--- src/rtl/dmab_pkg.sv ---
package dmab_pkg;

  localparam int REG_W = 32;

  // register kinds inside a channel window
  typedef enum logic [2:0] {
    SEL_MODE  = 3'd0,
    SEL_CTRL  = 3'd1,
    SEL_COUNT = 3'd2,
    SEL_XADDR = 3'd3,
    SEL_RSV4  = 3'd4,
    SEL_RSV5  = 3'd5,
    SEL_RSV6  = 3'd6,
    SEL_RSV7  = 3'd7
  } reg_sel_e;

  // control word bit positions
  localparam int CTL_EN   = 0;
  localparam int CTL_DIR  = 1;
  localparam int CTL_TC   = 8;
  localparam int CTL_MERR = 9;
  localparam int CTL_AERR = 10;

  // mode word fields
  localparam int MODE_W    = 6;
  localparam int MODE_IE   = 5;
  localparam logic [1:0] WIDTH_16 = 2'b10;

  // bytes moved by one transfer for a width code
  function automatic logic [1:0] beat_step(input logic [1:0] width);
    return (width == WIDTH_16) ? 2'd2 : 2'd1;
  endfunction

  // true when a transfer of this step empties the count
  function automatic logic drains(input logic [31:0] cnt, input logic [1:0] step);
    return cnt <= {30'd0, step};
  endfunction

  // residual after one transfer, stopping at zero
  function automatic logic [31:0] residual_after(input logic [31:0] cnt,
                                                 input logic [1:0] step);
    return drains(cnt, step) ? 32'd0 : cnt - {30'd0, step};
  endfunction

endpackage

--- src/rtl/dmab_decode.sv ---
module dmab_decode
  import dmab_pkg::*;
#(
  parameter int N_CH = 8,
  localparam int CH_W = $clog2(N_CH),
  localparam int RA_W = CH_W + 5
) (
  input  logic            reg_we,
  input  logic [RA_W-1:0] reg_addr,
  output logic [CH_W-1:0] ch_idx,
  output reg_sel_e        sel,
  output logic            addr_ok,
  output logic [N_CH-1:0] wr_mode,
  output logic [N_CH-1:0] wr_ctrl,
  output logic [N_CH-1:0] wr_cnt,
  output logic [N_CH-1:0] wr_xa
);

  assign ch_idx  = reg_addr[RA_W-1:5];
  assign sel     = reg_sel_e'(reg_addr[4:2]);
  assign addr_ok = (reg_addr[1:0] == 2'b00) && (32'(ch_idx) < N_CH);

  for (genvar g = 0; g < N_CH; g++) begin : g_strobe
    logic hit;
    assign hit        = reg_we && addr_ok && (32'(ch_idx) == g);
    assign wr_mode[g] = hit && (sel == SEL_MODE);
    assign wr_ctrl[g] = hit && (sel == SEL_CTRL);
    assign wr_cnt[g]  = hit && (sel == SEL_COUNT);
    assign wr_xa[g]   = hit && (sel == SEL_XADDR);
  end

endmodule

--- src/rtl/dmab_chan.sv ---
module dmab_chan
  import dmab_pkg::*;
#(
  parameter int CNT_W = 24,
  parameter int XA_W  = 32
) (
  input  logic             clk,
  input  logic             rst_n,
  input  logic [REG_W-1:0] wdata,
  input  logic             wr_mode,
  input  logic             wr_ctrl,
  input  logic             wr_cnt,
  input  logic             wr_xa,
  input  logic             dev_req,
  input  logic             mem_err,
  input  logic             addr_err,
  output logic             dev_ack,
  output logic             dev_dir,
  output logic             irq_req,
  output logic [REG_W-1:0] mode_word,
  output logic [REG_W-1:0] ctrl_word,
  output logic [REG_W-1:0] cnt_word,
  output logic [REG_W-1:0] xa_word
);

  logic [MODE_W-1:0] mode_q;
  logic              en_q, dir_q, tc_q, me_q, ae_q;
  logic [CNT_W-1:0]  cnt_q;
  logic [XA_W-1:0]   xa_q;
  logic              ack_q;
  logic [2:0]        ack_left;
  logic [1:0]        step_q;

  // named internal events
  logic beat_start, beat_done, zero_hit, stop_now;
  logic [31:0] cnt_next;

  assign beat_start = !ack_q && en_q && dev_req;
  assign beat_done  = ack_q && (ack_left == 3'd0);
  assign cnt_next   = residual_after(32'(cnt_q), step_q);
  assign zero_hit   = beat_done && drains(32'(cnt_q), step_q);
  assign stop_now   = zero_hit || mem_err || addr_err;

  always_ff @(posedge clk or negedge rst_n) begin
    if (!rst_n) begin
      mode_q <= '0;
      en_q   <= 1'b0;
      dir_q  <= 1'b0;
      tc_q   <= 1'b0;
      me_q   <= 1'b0;
      ae_q   <= 1'b0;
    end else begin
      if (wr_mode) mode_q <= wdata[MODE_W-1:0];
      if (wr_ctrl) dir_q <= wdata[CTL_DIR];
      if (stop_now)     en_q <= 1'b0;
      else if (wr_ctrl) en_q <= wdata[CTL_EN];
      tc_q <= zero_hit || (tc_q && !(wr_ctrl && wdata[CTL_TC]));
      me_q <= mem_err  || (me_q && !(wr_ctrl && wdata[CTL_MERR]));
      ae_q <= addr_err || (ae_q && !(wr_ctrl && wdata[CTL_AERR]));
    end
  end

  // acknowledge sequencer: length latched at the start of each transfer
  always_ff @(posedge clk or negedge rst_n) begin
    if (!rst_n) begin
      ack_q    <= 1'b0;
      ack_left <= '0;
      step_q   <= 2'd1;
    end else if (beat_start) begin
      ack_q    <= 1'b1;
      ack_left <= mode_q[2:0];
      step_q   <= beat_step(mode_q[4:3]);
    end else if (beat_done) begin
      ack_q    <= 1'b0;
    end else if (ack_q) begin
      ack_left <= ack_left - 3'd1;
    end
  end

  // finishing transfer has priority over a software write
  always_ff @(posedge clk or negedge rst_n) begin
    if (!rst_n) begin
      cnt_q <= '0;
      xa_q  <= '0;
    end else begin
      if (beat_done)   cnt_q <= cnt_next[CNT_W-1:0];
      else if (wr_cnt) cnt_q <= wdata[CNT_W-1:0];
      if (beat_done)   xa_q  <= xa_q + XA_W'(step_q);
      else if (wr_xa)  xa_q  <= wdata[XA_W-1:0];
    end
  end

  assign dev_ack = ack_q;
  assign dev_dir = dir_q;
  assign irq_req = mode_q[MODE_IE] && (tc_q || me_q || ae_q);

  always_comb begin
    ctrl_word           = '0;
    ctrl_word[CTL_EN]   = en_q;
    ctrl_word[CTL_DIR]  = dir_q;
    ctrl_word[CTL_TC]   = tc_q;
    ctrl_word[CTL_MERR] = me_q;
    ctrl_word[CTL_AERR] = ae_q;
  end
  assign mode_word = REG_W'(mode_q);
  assign cnt_word  = REG_W'(cnt_q);
  assign xa_word   = REG_W'(xa_q);


  ack_start_enabled_chk: assert property (@(posedge clk) disable iff (!rst_n)
    $rose(ack_q) |-> $past(en_q) && $past(dev_req));


  count_only_moves_chk: assert property (@(posedge clk) disable iff (!rst_n)
    (!wr_cnt && !beat_done) |=> $stable(cnt_q));


  tc_stops_channel_chk: assert property (@(posedge clk) disable iff (!rst_n)
    $rose(tc_q) |-> !en_q);


  err_stops_channel_chk: assert property (@(posedge clk) disable iff (!rst_n)
    (mem_err || addr_err) |=> !en_q && (me_q || ae_q));


  ack_runs_out_chk: assert property (@(posedge clk) disable iff (!rst_n)
    (ack_q && ack_left != 3'd0) |=> ack_q);

endmodule

--- src/rtl/dmab_bank.sv ---
module dmab_bank
  import dmab_pkg::*;
#(
  parameter int N_CH  = 8,
  parameter int CNT_W = 24,
  parameter int XA_W  = 32,
  localparam int CH_W = $clog2(N_CH),
  localparam int RA_W = CH_W + 5
) (
  input  logic             clk,
  input  logic             rst_n,
  input  logic             reg_we,
  input  logic [RA_W-1:0]  reg_addr,
  input  logic [REG_W-1:0] reg_wdata,
  output logic [REG_W-1:0] reg_rdata,
  input  logic [N_CH-1:0]  dev_req,
  output logic [N_CH-1:0]  dev_ack,
  output logic [N_CH-1:0]  dev_dir,
  input  logic [N_CH-1:0]  mem_err,
  input  logic [N_CH-1:0]  addr_err,
  output logic             irq
);

  logic [CH_W-1:0] ch_idx;
  reg_sel_e        sel;
  logic            addr_ok;
  logic [N_CH-1:0] wr_mode, wr_ctrl, wr_cnt, wr_xa, irq_vec;
  logic [REG_W-1:0] mode_w [N_CH];
  logic [REG_W-1:0] ctrl_w [N_CH];
  logic [REG_W-1:0] cnt_w  [N_CH];
  logic [REG_W-1:0] xa_w   [N_CH];

  dmab_decode #(.N_CH(N_CH)) u_decode (
    .reg_we  (reg_we),
    .reg_addr(reg_addr),
    .ch_idx  (ch_idx),
    .sel     (sel),
    .addr_ok (addr_ok),
    .wr_mode (wr_mode),
    .wr_ctrl (wr_ctrl),
    .wr_cnt  (wr_cnt),
    .wr_xa   (wr_xa)
  );

  for (genvar g = 0; g < N_CH; g++) begin : g_chan
    dmab_chan #(.CNT_W(CNT_W), .XA_W(XA_W)) u_chan (
      .clk      (clk),
      .rst_n    (rst_n),
      .wdata    (reg_wdata),
      .wr_mode  (wr_mode[g]),
      .wr_ctrl  (wr_ctrl[g]),
      .wr_cnt   (wr_cnt[g]),
      .wr_xa    (wr_xa[g]),
      .dev_req  (dev_req[g]),
      .mem_err  (mem_err[g]),
      .addr_err (addr_err[g]),
      .dev_ack  (dev_ack[g]),
      .dev_dir  (dev_dir[g]),
      .irq_req  (irq_vec[g]),
      .mode_word(mode_w[g]),
      .ctrl_word(ctrl_w[g]),
      .cnt_word (cnt_w[g]),
      .xa_word  (xa_w[g])
    );
  end

  always_comb begin
    reg_rdata = '0;
    if (addr_ok) begin
      unique case (sel)
        SEL_MODE:  reg_rdata = mode_w[ch_idx];
        SEL_CTRL:  reg_rdata = ctrl_w[ch_idx];
        SEL_COUNT: reg_rdata = cnt_w[ch_idx];
        SEL_XADDR: reg_rdata = xa_w[ch_idx];
        default:   reg_rdata = '0;
      endcase
    end
  end

  assign irq = |irq_vec;


  single_strobe_chk: assert property (@(posedge clk) disable iff (!rst_n)
    !reg_we |-> (wr_mode == '0) && (wr_ctrl == '0) && (wr_cnt == '0) && (wr_xa == '0));

endmodule

--- config.mk ---
export PLATFORM = sky130hd
export DESIGN_NAME = dmab_bank
export DESIGN_NICKNAME = d
export VERILOG_FILES = /design/src/rtl/dmab_pkg.sv /design/src/rtl/dmab_decode.sv /design/src/rtl/dmab_chan.sv /design/src/rtl/dmab_bank.sv
export SDC_FILE = /design/constraint.sdc
export NUM_CORES = 2
export LEC_CHECK = 0
export ABC_AREA = 1
export BUFFER_PORTS_ARGS = -buffer_cell sky130_fd_sc_hd__buf_4
export CORE_ASPECT_RATIO = 1.25
export CORE_MARGIN = 5
export CORE_UTILIZATION = 25
export CTS_BUF_LIST = sky130_fd_sc_hd__clkbuf_8
export CTS_CLUSTER_DIAMETER = 30
export DETAILED_ROUTE_END_ITERATION = 16
export PLACE_DENSITY = 0.43
export RECOVER_POWER = 50
export SLEW_MARGIN = 20
export SYNTH_ARGS = -nofsm -noshare
export SYNTH_HDL_FRONTEND = slang
export SYNTH_SLANG_ARGS = --single-unit
--- constraint.sdc ---
create_clock -name clk -period 2 [get_ports clk]
set_input_delay 0.3 -clock clk [delete_from_list [all_inputs] [get_ports clk]]
set_output_delay 0.3 -clock clk [all_outputs]
set_load 0.02 [all_outputs]
Word-level counts from Yosys, hierarchy flattened
Index checks and enable logic that the tools add are counted.

cells by class
  reduce and logical (&&, ||, !) cells = 277
  $lt $le $gt $ge = 9
  equality and inequality tests = 26
  mux-type cells = 118
  add/sub/neg operators = 24
  bitwise gates (word level) = 1

operators by type and width
  operator                                                number
  two-way mux 32 bit                                      25
  two-way mux 24 bit                                      24
  binary-select mux 32 bit (select 3 bit)                 4
  adder 32 x 2 -> 32 bit                                  8
  less-or-equal comparator 24 x 2 -> 1 bit                8
  subtractor 24 x 2 -> 24 bit                             8
  logical AND 1 bit                                       129
  case mux 32 bit (4 select lines)                        1
  nonzero test 2 bit                                      40
  two-way mux 3 bit                                       24
  logical OR 1 bit                                        56
  zero test 1 bit                                         32
  two-way mux 1 bit                                       32
  zero test 3 bit                                         10
  subtractor 3 x 1 -> 3 bit (second input constant)       8
  equality test 2 bit (second input constant)             8
  two-way mux 2 bit                                       8
  inequality test 2 x 1 -> 1 bit (second input constant)  8
  AND reduction 2 bit                                     8
  equality test 3 x 2 -> 1 bit (second input constant)    4
  equality test 3 bit (second input constant)             4
  OR reduction 8 bit                                      1
  equality test 3 x 1 -> 1 bit (second input constant)    2
  >= comparator 4 bit (second input constant)             1
  2 further kinds                                         2

storage, ports and cells
  register bits after elaboration = 584
  word-level logic and storage cells = 543
  output and inout port bits = 49

Logic depth before layout (Yosys ltp)
  depth in word-level cells = 8
  gate-level depth with buffers = 14
  gate-level depth less buffers = 14

Cells and area by module
Synthesis repeated with hierarchy kept, for this count alone.

second synthesis, totals
  cells, all modules = 9,714
  area, all modules = 57,591.5 um^2

modules (own cells, without submodules)
  module                            seq. area each (um^2)  instances  cells each  area each (um^2)
  dmab_chan (g_chan[3].u_chan ...)  1,828.0                4          818         5,494.0
  dmab_chan (g_chan[0].u_chan ...)  1,828.0                3          822         5,552.8
  dmab_bank                         0.0                    1          3,073       12,914.9
  dmab_chan (g_chan[7].u_chan)      1,828.0                1          829         5,729.2
  dmab_decode                       0.0                    1          74          312.8

Least setup slack after synthesis
Ideal clock, no wire load.

  path type = register to register
  start point = register g_chan[6].u_chan.step_q[0]
  end point = register g_chan[6].u_chan.cnt_q[16]
  setup slack = -252 ps
  clock period less this slack = 2,252 ps
  required time = 1,935 ps
  path buffers = 0
  data arrival time = 2,187 ps
  cell stages (with the launch flop) = 12
  cells stage by stage = dfstp_2 -> ha_1 -> inv_1 -> fa_1 -> inv_1 -> nand2_1 -> nor2_1 -> nand2_1 -> or2_2 -> o21ai_0 -> nand2_1 -> nand2_1

on the way
  word-level cells in the longest chain between the ends = 3
  elaborated cells on any way between the ends = 4
  classes of those cells = add/sub (1); order compare (1); mux (2)

ends and longest elaborated chain
  item                                                                                            RTL line                        source
  start, declared                                                                                 dmab_chan.sv:32                 logic [1:0] step_q;
  start signal, assigned                                                                          dmab_chan.sv:72                 step_q <= beat_step(mode_q[4:3]);
  subtractor 24 x 2 -> 24 bit / less-or-equal comparator 24 x 2 -> 1 bit (equally long branches)  dmab_pkg.sv:42, dmab_pkg.sv:36
  two-way mux 24 bit *                                                                            dmab_pkg.sv:42                  return drains(cnt, step) ? 32'd0 : cnt - {30'd0, step};
  two-way mux 24 bit *                                                                            dmab_chan.sv:86                 if (beat_done) cnt_q <= cnt_next[CNT_W-1:0];
  end signal, assigned                                                                            dmab_chan.sv:86
  end signal, assigned                                                                            dmab_chan.sv:87                 else if (wr_cnt) cnt_q <= wdata[CNT_W-1:0];
  end, declared                                                                                   dmab_chan.sv:28                 logic [CNT_W-1:0] cnt_q;

Mark *: on every way between the ends. The rest lies on a longest branch, timed or not.
A chain may end at the register's enable or synchronous reset.

Worst setup path after layout
  start point = register g_chan[1].u_chan.xa_q[14]
  end point = output reg_rdata[14]

on the way
  word-level cells in the longest chain between the ends = 5

ends and longest elaborated chain
  item                                                    RTL line         source
  start, declared                                         dmab_chan.sv:29  logic [XA_W-1:0] xa_q;
  start signal, assigned                                  dmab_chan.sv:88  if (beat_done) xa_q <= xa_q + XA_W'(step_q);
  start signal, assigned                                  dmab_chan.sv:89  else if (wr_xa) xa_q <= wdata[XA_W-1:0];
  binary-select mux 32 bit (select 3 bit)                 dmab_bank.sv:74  SEL_XADDR: reg_rdata = xa_w[ch_idx];
  two-way mux 32 bit (not written as such) (2 in series)  dmab_bank.sv:74
  case mux 32 bit (4 select lines)                        dmab_bank.sv:70  unique case (sel)
  two-way mux 32 bit                                      dmab_bank.sv:69  if (addr_ok) begin
  end, declared                                           dmab_bank.sv:15  output logic [REG_W-1:0] reg_rdata,

No other way between the ends. The select of a mux whose other input is x is not followed.

==> impl_metrics.env <==
export IMPL_status="finished, violations left"
export IMPL_failed_checks="setup timing"
export IMPL_min_delay_path_depth=4
export IMPL_timing_worst_slew_pin_value_ns=1.17
export IMPL_die_area_mm2=0.180
export IMPL_cts_path_max_buffers=3
export IMPL_grt_use_total_pct=29.8
export IMPL_setup_repair_after_global_routing_missed_its_margin="true"
export IMPL_crit_slowest_cell="dfrtp_1"
export IMPL_share_of_final_layout_standard_cells_stronger_than_drive_strength_1_pct=35.5
export IMPL_drc_errors=0
export IMPL_worst_hold_path_type="in2reg"
export IMPL_hold_viol=0
export IMPL_cellPowerDensity_mw_per_mm2=894
export IMPL_yosys_area_share_simple_pct=37.3
export IMPL_final_setup_skew_ns=0.0560
export IMPL_first_pass_grt_wire_length_mm=388
export IMPL_detail_route_wl_per_cell_um=26.5
export IMPL_tritoncts="built"
export IMPL_maxUsedRoutingLayer="met5"
export IMPL_initial_core_util_pct=25.2
export IMPL_rr_endpoint="g_chan[7].u_chan.xa_word[18]"
export IMPL_place_detailed_hpwl_mm=214
export IMPL_cpPeakStageDelay_ns=0.52
export IMPL_timing_reg2reg_setup_slack_ns=-0.56
export IMPL_synthCells=6737
export IMPL_utilization_pct=39.9
export IMPL_met2_length_mm=127
export IMPL_route_layer_met1_wl_mm=105
export IMPL_cp_data_required_time_ns=1.70
export IMPL_max_cap_viol_count=0
export IMPL_final_cell_mix="nand2_1 (1959), buf_4 (1038), nor2_1 (732)"
export IMPL_worst_setup_path_start_kind="register"
export IMPL_antenna_left=0
export IMPL_synth_warn=0
export IMPL_postSynthRegisterBits=584
export IMPL_design_core_area_mm2=0.170
export IMPL_drt_first_iter_violations=4722
export IMPL_dominantRegCellSynth="dfrtp_1"
export IMPL_grt_antenna_before_repair=23
export IMPL_most_used_cell_cp="nand3_1"
export IMPL_r2r_start="g_chan[7].u_chan.step_q[0]"
export IMPL_cts_root_buf="clkbuf_8"
export IMPL_arrival_ns=2.61
export IMPL_final_min_period_over_clock_period_pct=145
export IMPL_crit_path_end_kind="output port"
export IMPL_die_extent_in_y_um=473
export IMPL_clk_transition_reported_paths_ns=0.06
export IMPL_fmax_mhz=344
export IMPL_die_width_um=380
export IMPL_asyncSetResetFlopFracSynth_pct=100
export IMPL_holdCritStartpoint="addr_err[3]"
export IMPL_drt_total_wl_mm=278
export IMPL_route_met3_wl_mm=18.8
export IMPL_timing_setup_critical_path_class="reg2out"
export IMPL_clkSinkCount=584
export IMPL_crit_chain="nand2_1 -> nand3_1 -> nand3b_1 -> nand3_1 -> a21oi_2 -> buf_6"
export IMPL_route_detailed_vias_per_inst=5.20
export IMPL_firstDrtPassIters=6
export IMPL_synth_mux_area_share_pct=0.105
export IMPL_synth_edf_count=0
export IMPL_fillerInstances=18000
export IMPL_xor_and_xnor_fraction_of_the_mapped_netlist_area_pct=2.86
export IMPL_cp_max_fo=5
export IMPL_place_congestion=1.03
export IMPL_avgSynthCellArea_um2=6.35
export IMPL_hold_end="g_chan[3].u_chan.ae_q"
export IMPL_synth_cell_area_mm2=0.0428
export IMPL_timing_reg2reg_worst_path_depth=13
export IMPL_vdd_ir_drop_max_uv=541
export IMPL_cts_buffers=192
export IMPL_clock_latency_on_the_worst_skew_pair_ns=1.00
export IMPL_synth_cell_type_count=49
export IMPL_post_route_min_period_ns=2.91
export IMPL_timing_slew_headroom_pct=22.3
export IMPL_fp_row_count=169
export IMPL_post_synth_fa_ha_maj_area_fraction_pct=2.15
export IMPL_grt_pass1_vias=53700
export IMPL_finalSetupViolations=396
export IMPL_port_buffers=115
export IMPL_gr_total_overflow=0
export IMPL_synth_top_family_by_area="simple AND/OR/NAND/NOR gates"
export IMPL_synth_compound_area_share_pct=14.6
export IMPL_worst_hold_slack_ns=0.0830
export IMPL_cellLeakagePower_uw=0.0302
export IMPL_synthesis_nets=6868
export IMPL_top_level_ports=116
export IMPL_final_max_slew_viol_count=0
export IMPL_fin_ws_ns=-0.908
export IMPL_via_count_of_the_routed_design=54600
export IMPL_fin_nets=8225
export IMPL_maximum_number_of_pins_on_one_net_before_global_route_repair=69
export IMPL_area_delta_synth_final_pct=58.6
export IMPL_final_common_cell="nand2_1"
export IMPL_cts_max_level=4
export IMPL_synth_yosys_seq_area_share_pct=34.2
layout make-up:
cell class / instances / area, um^2 / area share [%]
flip-flops and latches: 584 / 14700 / 21.7
clock inverters: 129 / 1240 / 1.82
inverters: 673 / 2640 / 3.89
repair buffers: 1436 / 13200 / 19.5
clock buffers: 233 / 3210 / 4.72
well taps: 2223 / 2780 / 4.10
diodes: 20 / 50.0 / 0.0737
multi-input cells: 5207 / 30000 / 44.2
cell families (layout without fill, tap and decap cells):
kind of cell	Yosys count	in the layout
buf+inv	950	2471
other cells	0	20
flops	584	584
simple gates	3913	3917
compound gates	1082	1082
mux	4	4
xor+xnor	140	140
fa+ha+maj	64	64
metrics by stage:
stage               instances  TNS [ns]  area (um^2)  total power (uW)  setup slack [ns]
floorplan                6737    -0.239        43100             24900           -0.0389
global placement         9832   -180.02        54700             35000            -0.802
detailed placement       9832   -183.23        54700             35100            -0.814
CTS                     10400    -75.56        65100             59100            -0.964
global route            10500   -130.09        67800             63300            -0.986
finish                  10500    -76.56        67900             60700            -0.908
synthesized netlist by cell type, drive strengths merged (18+ instances only):
cell | n | share of area [%]
nand2 | 2246 | 20
a22oi | 41 | 0.72
a21oi | 283 | 3.3
nand3 | 500 | 5.8
ha | 48 | 1.4
o21bai | 19 | 0.33
buf | 135 | 1.6
dfrtp | 576 | 34
inv | 668 | 5.9
o2111ai | 46 | 0.94
o221ai | 32 | 0.65
clkbuf | 142 | 1.2
nor2 | 900 | 8.0
nand4 | 114 | 1.7
o211ai | 85 | 1.5
o21ai | 479 | 5.6
o22ai | 37 | 0.54
xnor2 | 30 | 0.61
a31oi | 18 | 0.26
nor3 | 106 | 1.3
xor2 | 110 | 2.3
nand3b | 25 | 0.44
power breakdown:
| group | switching, uW | internal, uW |
|---|---|---|
| Sequential | 3690 | 14400 |
| Clock | 8110 | 13200 |
| Combinational | 12900 | 8340 |
per-layer routing:
metal	global-route usage, %	vias to the layer above
li1	-	24800
met1	33.8	26400
met2	48.8	2456
met3	6.35	865
met4	23.8	4
met5	0	-
registers in the layout, indices dropped and copies added (netlist names):
name                    count
g_chan.u_chan.xa_word     256
g_chan.u_chan.cnt_q       192
g_chan.u_chan.mode_q       48
g_chan.u_chan.ack_left     24
g_chan.u_chan.step_q       16
g_chan.u_chan.ae_q          8
g_chan.u_chan.dev_ack       8
g_chan.u_chan.dev_dir       8
g_chan.u_chan.en_q          8
g_chan.u_chan.me_q          8
g_chan.u_chan.tc_q          8
critical path, delay by kind of cell (launching register included):
family	cells	cell delay (ns)
buffers and inverters	1	0.17
AO/OA/AOI/OAI	1	0.31
flip-flops	1	0.52
AND/OR/NAND/NOR	4	0.62
how the worst max path moves through the flow:
stage	endpoint	cells after the start	startpoint
floorplan	g_chan[6].u_chan.cnt_q[16]	11	g_chan[6].u_chan.step_q[0]
detailed placement	reg_rdata[0]	14	reg_addr[6]
CTS	reg_rdata[0]	9	g_chan[3].u_chan.mode_q[0]
finish	reg_rdata[14]	6	g_chan[1].u_chan.xa_word[14]
global placement	reg_rdata[0]	14	reg_addr[6]
global route	reg_rdata[14]	5	g_chan[2].u_chan.cnt_q[14]
repair_timing:
action / in CTS / in global routing
setup endpoints to repair: 415 / 475
hold endpoints to repair: 878 / 0
gates cloned: 17 / 3
buffers inserted: 186 / 107
pin swaps: 365 / 436
hold buffers: 67 / 0
resized for setup: 1155 / 694
No activity file was read; power rests on OpenSTA's default activity.
